`src/rtl/vmp_pkg.sv`:
```
package vmp_pkg;
    typedef enum logic {
        VMP_COMPRESS = 1'b0,
        VMP_EXPAND   = 1'b1
    } vmp_mode_e;
endpackage

```
`src/rtl/vmp_decode.sv`:
```
// Index to one-hot decoder for the element being walked.
module vmp_decode #(
    parameter int NUM = 8,
    parameter int IW  = 4
) (
    input  logic [IW-1:0]  idx_i,
    output logic [NUM-1:0] hot_o
);
    always_comb begin
        for (int i = 0; i < NUM; i++) begin
            hot_o[i] = (idx_i == IW'(i));
        end
    end
endmodule

```
`src/rtl/vmp_pick.sv`:
```
// Selects one element of a packed vector.
module vmp_pick #(
    parameter int NUM = 8,
    parameter int W   = 16,
    parameter int IW  = 4
) (
    input  logic [NUM*W-1:0] vec_i,
    input  logic [IW-1:0]    sel_i,
    output logic [W-1:0]     elem_o
);
    always_comb begin
        elem_o = '0;
        for (int i = 0; i < NUM; i++) begin
            if (sel_i == IW'(i)) begin
                elem_o = vec_i[i*W +: W];
            end
        end
    end
endmodule

```
`src/rtl/vmp_place.sv`:
```
// Replaces one element of a packed vector when enabled.
module vmp_place #(
    parameter int NUM = 8,
    parameter int W   = 16,
    parameter int IW  = 4
) (
    input  logic [NUM*W-1:0] vec_i,
    input  logic             we_i,
    input  logic [IW-1:0]    pos_i,
    input  logic [W-1:0]     data_i,
    output logic [NUM*W-1:0] vec_o
);
    for (genvar g = 0; g < NUM; g++) begin : g_slot
        assign vec_o[g*W +: W] = (we_i && (pos_i == IW'(g))) ? data_i : vec_i[g*W +: W];
    end
endmodule

```
`src/rtl/vmask_permute.sv`:
```
module vmask_permute
    import vmp_pkg::*;
#(
    parameter  int NUM_ELEM = 8,
    parameter  int ELEM_W   = 16,
    localparam int LEN_W    = $clog2(NUM_ELEM + 1),
    localparam int VEC_W    = NUM_ELEM * ELEM_W
) (
    input  logic             clk_i,
    input  logic             rst_ni,
    input  logic             start_i,
    input  logic             mode_i,
    input  logic [LEN_W-1:0] vl_i,
    input  logic [NUM_ELEM-1:0] mask_i,
    input  logic [VEC_W-1:0] src_i,
    output logic [VEC_W-1:0] dst_o,
    output logic [LEN_W-1:0] len_o,
    output logic             done_o
);
    typedef struct packed {
        logic                busy;
        logic                done;
        vmp_mode_e           mode;
        logic [LEN_W-1:0]    vl;
        logic [NUM_ELEM-1:0] mask;
        logic [VEC_W-1:0]    src;
        logic [LEN_W-1:0]    idx;
        logic [LEN_W-1:0]    ptr;
        logic [VEC_W-1:0]    dst;
    } state_t;

    state_t st_d, st_q;

    logic [NUM_ELEM-1:0] idx_hot;
    logic [LEN_W-1:0]    rd_sel, wr_pos;
    logic [ELEM_W-1:0]   rd_elem;
    logic                hit;
    logic [VEC_W-1:0]    dst_wr;

    vmp_decode #(.NUM(NUM_ELEM), .IW(LEN_W)) u_dec (
        .idx_i (st_q.idx),
        .hot_o (idx_hot)
    );

    // Compress reads at the walk index and writes at the pack pointer;
    // expand does the reverse.
    assign rd_sel = (st_q.mode == VMP_COMPRESS) ? st_q.idx : st_q.ptr;
    assign wr_pos = (st_q.mode == VMP_COMPRESS) ? st_q.ptr : st_q.idx;
    assign hit    = st_q.busy && (st_q.idx < st_q.vl) && (|(st_q.mask & idx_hot));

    vmp_pick #(.NUM(NUM_ELEM), .W(ELEM_W), .IW(LEN_W)) u_pick (
        .vec_i  (st_q.src),
        .sel_i  (rd_sel),
        .elem_o (rd_elem)
    );

    vmp_place #(.NUM(NUM_ELEM), .W(ELEM_W), .IW(LEN_W)) u_place (
        .vec_i  (st_q.dst),
        .we_i   (hit),
        .pos_i  (wr_pos),
        .data_i (rd_elem),
        .vec_o  (dst_wr)
    );

    always_comb begin
        st_d      = st_q;
        st_d.done = 1'b0;
        if (st_q.busy) begin
            st_d.dst = dst_wr;
            if (hit) begin
                st_d.ptr = st_q.ptr + LEN_W'(1);
            end
            st_d.idx = st_q.idx + LEN_W'(1);
            if ((st_q.idx + LEN_W'(1)) >= st_q.vl) begin
                st_d.busy = 1'b0;
                st_d.done = 1'b1;
            end
        end else if (start_i) begin
            st_d.busy = 1'b1;
            st_d.mode = vmp_mode_e'(mode_i);
            st_d.vl   = (vl_i > LEN_W'(NUM_ELEM)) ? LEN_W'(NUM_ELEM) : vl_i;
            st_d.mask = mask_i;
            st_d.src  = src_i;
            st_d.idx  = '0;
            st_d.ptr  = '0;
            if (vmp_mode_e'(mode_i) == VMP_COMPRESS) begin
                st_d.dst = '0;
            end
        end
    end

    always_ff @(posedge clk_i or negedge rst_ni) begin
        if (!rst_ni) begin
            st_q <= '0;
        end else begin
            st_q <= st_d;
        end
    end

    assign dst_o  = st_q.dst;
    assign len_o  = st_q.ptr;
    assign done_o = st_q.done;

    logic             busy_w;
    logic             mode_w;
    logic [LEN_W-1:0] vl_w;
    assign busy_w = st_q.busy;
    assign mode_w = st_q.mode;
    assign vl_w   = st_q.vl;
endmodule

```
`config.mk`:
```
export PLATFORM = sky130hd
export DESIGN_NAME = vmask_permute
export DESIGN_NICKNAME = d
export VERILOG_FILES = /design/src/rtl/vmp_pkg.sv /design/src/rtl/vmp_decode.sv /design/src/rtl/vmp_pick.sv /design/src/rtl/vmp_place.sv /design/src/rtl/vmask_permute.sv
export SDC_FILE = /design/constraint.sdc
export NUM_CORES = 1
export LEC_CHECK = 0
export CAP_MARGIN = 30
export CORE_ASPECT_RATIO = 1.75
export CORE_MARGIN = 10
export CORE_UTILIZATION = 36
export CTS_CLUSTER_SIZE = 30
export DETAILED_ROUTE_END_ITERATION = 8
export SYNTH_ARGS = -nofsm -noshare
export SYNTH_HDL_FRONTEND = slang
export SYNTH_SLANG_ARGS = --single-unit
```
`constraint.sdc`:
```
create_clock -name clk_i -period 3.7 [get_ports clk_i]
set_clock_uncertainty 0.2 [all_clocks]
set_input_delay 0.74 -clock clk_i [delete_from_list [all_inputs] [get_ports clk_i]]
set_output_delay 0.74 -clock clk_i [all_outputs]
set_load 0.05 [all_outputs]
```
After elaboration in Yosys (flattened, before gate mapping)
Cells that the tools add are included.
{"block": "totals", "out_inout_bits": 133, "ff_bits": 279, "input_bits": 144}
{"block": "classes", "reduce_logical": 25, "magnitude_cmp": 3, "addsub": 2, "muxes": 27, "n_eq_ne": 31, "bitwise": 2}
{"op": "$mux W136", "count": 2}
{"op": "$mux W16", "count": 16}
{"op": "$mux W128", "count": 1}
{"op": "$eq A4 B3 Y1 const B", "count": 12}
{"op": "$eq A4 B2 Y1 const B", "count": 6}
{"op": "$reduce_and A3 Y1", "count": 8}
{"op": "$ne A2 B1 Y1 const B", "count": 10}
{"op": "$mux W4", "count": 4}
{"op": "$eq A4 B1 Y1 const B", "count": 3}
{"op": "$logic_not A4 Y1", "count": 3}
{"op": "$logic_and A1 B1 Y1", "count": 10}
{"op": "$add A4 B1 Y4 const B", "count": 2}
{"op": "$and A8 B8 Y8", "count": 1}
{"op": "$reduce_or A8 Y1", "count": 1}
{"op": "$ge A4 B4 Y1", "count": 1}
{"op": "$gt A4 B4 Y1 const B", "count": 1}
{"op": "$lt A4 B4 Y1", "count": 1}
{"op": "$reduce_and A2 Y1", "count": 2}
{"op": "$mux W1", "count": 3}
{"op": "$mux W2", "count": 1}
{"op": "$reduce_bool A2 Y1", "count": 1}
{"op": "$not A1 Y1", "count": 1}

Depth between registers and ports, before layout
{"block": "depth", "depth_word": 12, "mapped_depth": 12, "depth_no_buf": 8}

Hierarchy
From an unflattened synthesis, not the netlist that was laid out.
{"block": "hier_totals", "hier_cells": 1461, "area_unflattened_um2": 14766.7}
{"mod": "vmask_permute", "seq_area_each_um2": 6981.7, "cells_per_inst": 1091, "instances": 1, "area_per_inst_um2": 11561.1}
{"mod": "vmp_place", "seq_area_each_um2": 0.0, "cells_per_inst": 150, "instances": 1, "area_per_inst_um2": 1661.6}
{"mod": "vmp_pick", "seq_area_each_um2": 0.0, "cells_per_inst": 212, "instances": 1, "area_per_inst_um2": 1462.7}
{"mod": "vmp_decode", "seq_area_each_um2": 0.0, "cells_per_inst": 8, "instances": 1, "area_per_inst_um2": 81.3}

Least setup slack after synthesis
Ideal clock, no wire load.
{"block": "synth_path", "path_kind": "flip-flop to flip-flop", "startpoint": "reg st_q[132] in the netlist's numbering", "endpoint": "reg st_q, in the netlist dst_o[85]", "setup_slack_ns": 0.934, "setup_ns": 0.125, "stages_incl_launch_ff": 12, "arrival_time_ns": 2.442, "t_required_ns": 3.375, "cell_sequence": "dfrtp_1 -> buf_2 -> inv_1 -> ha_1 -> a22o_1 -> o2111ai_1 -> nand2_1 -> nand4bb_1 -> buf_2 -> o21a_1 -> buf_6 -> mux2_2"}
{"block": "synth_between", "elab_chain_len": 12, "word_cells_on_any_way": 37, "classes_between": "order compare: 1; eq/ne: 16; mux: 12; bitwise: 1; reduce/logical: 7"}
{"element": "from (decl)", "line_no": "vmask_permute.sv:32", "rtl": "state_t st_d, st_q;"}
{"element": "from (signal assigned)", "line_no": "vmask_permute.sv:96", "rtl": "st_q <= st_d;"}
{"element": "$mux W4", "line_no": "vmask_permute.sv:47", "rtl": "assign rd_sel = (st_q.mode == VMP_COMPRESS) ? st_q.idx : st_q.ptr;"}
{"element": "$logic_not A4 Y1", "line_no": "vmp_pick.sv:14", "rtl": "if (sel_i == IW'(i)) begin"}
{"element": "$mux W16 (8 in a row)", "line_no": "vmp_pick.sv:14"}
{"element": "$mux W16", "line_no": "vmp_place.sv:14", "rtl": "assign vec_o[g*W +: W] = (we_i && (pos_i == IW'(g))) ? data_i : vec_i[g*W +: W];"}
{"element": "$mux W136", "line_no": "vmask_permute.sv:68", "rtl": "if (st_q.busy) begin"}
Parallel ways exist; a longest one is shown, timed or not. The select of a mux whose other input is x is not followed.
A chain may end at the register's enable or synchronous reset.

Worst setup path after layout
{"block": "layout_path", "startpoint": "reg st_q[133] in the netlist's numbering", "endpoint": "reg st_q, in the netlist dst_o[86]"}
The elaborated chain is that of the path after synthesis.

==> out/qor.yml <==
postRouteAntennaNets: 0
status: "complete, but fails checks"
yosysTopAreaCell: "dfrtp_1"
rsz0062_at_grt: "false"
setup_tns_ps: 0
yosys_register_bits: 279
grt-ovfl-total: 0
r2r_slack_ps: 510
cts_buffers: 27
die_area_mm2: 0.0464
max_stage_delay_ps: 660
synthDistinctLibCells: 59
drv_slew: 0
synthCells: 1338
intPower_mw: 9.16
path_clk_slew_ps: 70
r2r_cells: 9
crit_required_ps: 3930
routed_wl_um: 39700
endpoint_kind: "register"
synth_edf_count: 0
core_mm2: 0.0375
postCtsHoldBufs: 0
clock_power_share_pct: 17.9
clock_latency_ps: 560
drive_gt1_share_pct: 15.4
dp_slack_ps: 527
multi_input_area_mm2: 0.00526
portBuffers: 276
p_total_mw: 16.6
design.portCount: 277
synth.area.top_cells: "dfrtp_1 51%, nand2_1 12%, mux2_2 8.5%, buf_4 7.6%, mux2i_1 2.8%"
rr_endpoint: "dst_o[86]$_DFFE_PN0P_"
path_buf_inv: 2
cts_root_buf: "clkbuf_16"
worstPathArrival_ps: 3420
wire_per_inst_um: 20.2
timing.rr.start: "st_q[133]$_DFFE_PN0P_"
cts_resized: 0
nets: 1625
cp_top_family: "flip-flops"
crit_chain: "inv_1 -> ha_1 -> a22o_1 -> o2111ai_1 -> nand2_1 -> nand4bb_1 -> o21a_1 -> buf_4 -> mux2_2"
dr.pass1.iters: 5
detailedRoute.firstIterationViolations: 649
via_per_inst: 4.87
synth_fp_nets: 1495
register_area_mm2: 0.00698
critPathLaunchType: "register"
period_share_pct: 86.2
die_w_um: 167
die_h_um: 278
cts_max_path_buffers: 3
yosys_most_used_dff: "dfrtp_1"
path_depth: 9
cts_tree: "done"
yosysMostFrequentCell: "nand2_1"
dp_hpwl_um: 29900
fin_util_pct: 45.0
area_growth_syn_to_layout_pct: 23.6
leakagePower_nw: 8.03
place_congestion: 0.814
netlist.area_leader.share_pct: 51.1
max_cap_viol_count: 0
n_fill_cell: 3553
setup_slack_ps: 511
max_slew.worst_pin.slew_ps: 920
combPwrFrac_pct: 50.2
synthesis.area_mm2: 0.0137
synth_top_cells_by_count: "453 x nand2_1, 279 x dfrtp_1, 138 x buf_4, 103 x mux2_2, 38 x mux2i_1"
grt_use_total_pct: 16.6
initial_utilization_pct: 36.4
grt_pass1_wl_um: 61800
max-slew-margin-rel_pct: 38.7
whs_ps: -26.2
p_sw_mw: 7.40
rows: 94
grt_max_degree: 150
vias: 9598
crit_path_top_delay_cell: "dfrtp_1"
grt_pass1_vias: 10400
seq_power_share_pct: 31.9
drcViolationCount: 0
critPathKind: "register to register"
seq_area_frac_synth_pct: 51.1
fmax_mhz: 314
hold_viol_final: 8
hp-class: "input port to async pin"
antenna_found_initial: 5
violations: "negative hold slack"
syn_area_per_cell_um2: 10.2
setup_viol: 0
h-tree-depth: 1
synthArstFlopShare_pct: 100
critPathMaxFanout: 15
period_minus_slack_ps: 3190
power_density_mw_per_mm2: 981
ir_drop_mv: 0.432
swShare_pct: 44.7
ys_warn_count: 0
cts_num_sinks: 279
post_cts_buffers: 0
-- how the worst max path moves through the flow --
stage / startpoint / endpoint / slack [ps]
after global placement: mode_w$_DFFE_PN0P_ / dst_o[52]$_DFFE_PN0P_ / 580
after CTS: mode_w$_DFFE_PN0P_ / dst_o[93]$_DFFE_PN0P_ / 500
final: st_q[133]$_DFFE_PN0P_ / dst_o[86]$_DFFE_PN0P_ / 510
after detailed placement: mode_w$_DFFE_PN0P_ / dst_o[93]$_DFFE_PN0P_ / 530
after global routing: st_q[133]$_DFFE_PN0P_ / dst_o[86]$_DFFE_PN0P_ / 290
after floorplan: st_q[132]$_DFFE_PN0P_ / dst_o[85]$_DFFE_PN0P_ / 930
-- stage by stage --
| stage | area, µm² | instances | hold WS [ps] |
|---|---|---|---|
| final | 16900 | 1971 | -26.2 |
| after CTS | 16900 | 1969 | 14.8 |
| after floorplan | 13700 | 1338 | 240 |
| after global routing | 16900 | 1971 | 34.0 |
| after global placement | 15900 | 1919 | 254 |
| after detailed placement | 15900 | 1919 | 259 |
-- power by group through the flow --
stage,combinational (mW),sequential [mW],clock (mW)
2_1_floorplan,6.70,4.94,0
3_3_place_gp,8.27,5.29,0
3_5_place_dp,8.42,5.34,0
4_1_cts,8.44,5.28,3.06
5_1_grt,8.96,5.44,3.18
6_report,8.31,5.28,2.97
-- cell type report --
class / instances / share of cell area [%]
sequential: 279 / 41.4
multi-input combinational: 843 / 31.2
timing repair buffer: 305 / 18.0
clock buffer: 29 / 4.05
tap: 480 / 3.56
clock inverter: 21 / 1.56
inverter: 12 / 0.267
antenna: 2 / 0.0297
-- cells in the final DEF (no fill, tap or decap), types with 4 or more instances in the layout --
master           synthesis  routed
a21o_1                   7       7
a21oi_1                 13      13
a22o_1                   4       4
a31oi_1                 13      13
buf_12                   0       4
buf_4                  138      25
bufinv_16                0       5
clkbuf_16                0      27
clkdlybuf4s50_1          0     275
clkinv_2                 0       6
clkinv_4                 0       4
dfrtp_1                279     279
ha_1                    13      13
inv_1                   12      12
mux2_2                 103     103
mux2_4                  21      21
mux2i_1                 38      37
nand2_1                453     453
nand2b_1                 6       5
nand3_1                  8       8
nor2_1                  19      19
nor2_2                   4       4
nor2b_1                  7       6
nor3_1                   6       6
nor3b_1                  4       4
o211a_1                  8       8
o211ai_1                 5       5
o21ai_0                 25      25
o21ai_1                  9       9
o221ai_1                 6       6
o22ai_1                 19      19
o31ai_1                  5       5
-- kinds of logic after synthesis --
logic type                 share of synthesized area [%]
and+or+nand+nor                                     15.5
DFF                                                 51.1
buffers and inverters                               10.6
muxes                                               14.1
AOI/OAI and AO/OA                                   7.39
adders and majority gates                           1.19
xor gates and xnor gates                           0.128
-- flip-flops by register name, summed over array words and instances (netlist names) --
register and cells:
busy_w 1, done_o 1, dst_o 128, len_o 4
mode_w 1, st_q 140, vl_w 4
-- metal layers --
| metal | global-route usage [%] | vias to the layer above | share of wire [%] | routed length [µm] |
|---|---|---|---|---|
| li1 | - | 4572 | - | - |
| met1 | 19.0 | 4701 | 40 | 15700 |
| met2 | 30.1 | 265 | 53 | 20900 |
| met3 | 3.09 | 54 | 5.1 | 2020 |
| met4 | 5.53 | 6 | 2.7 | 1060 |
| met5 | 0 | - | 0.098 | 39 |
Power figures use the tool's default switching activity.
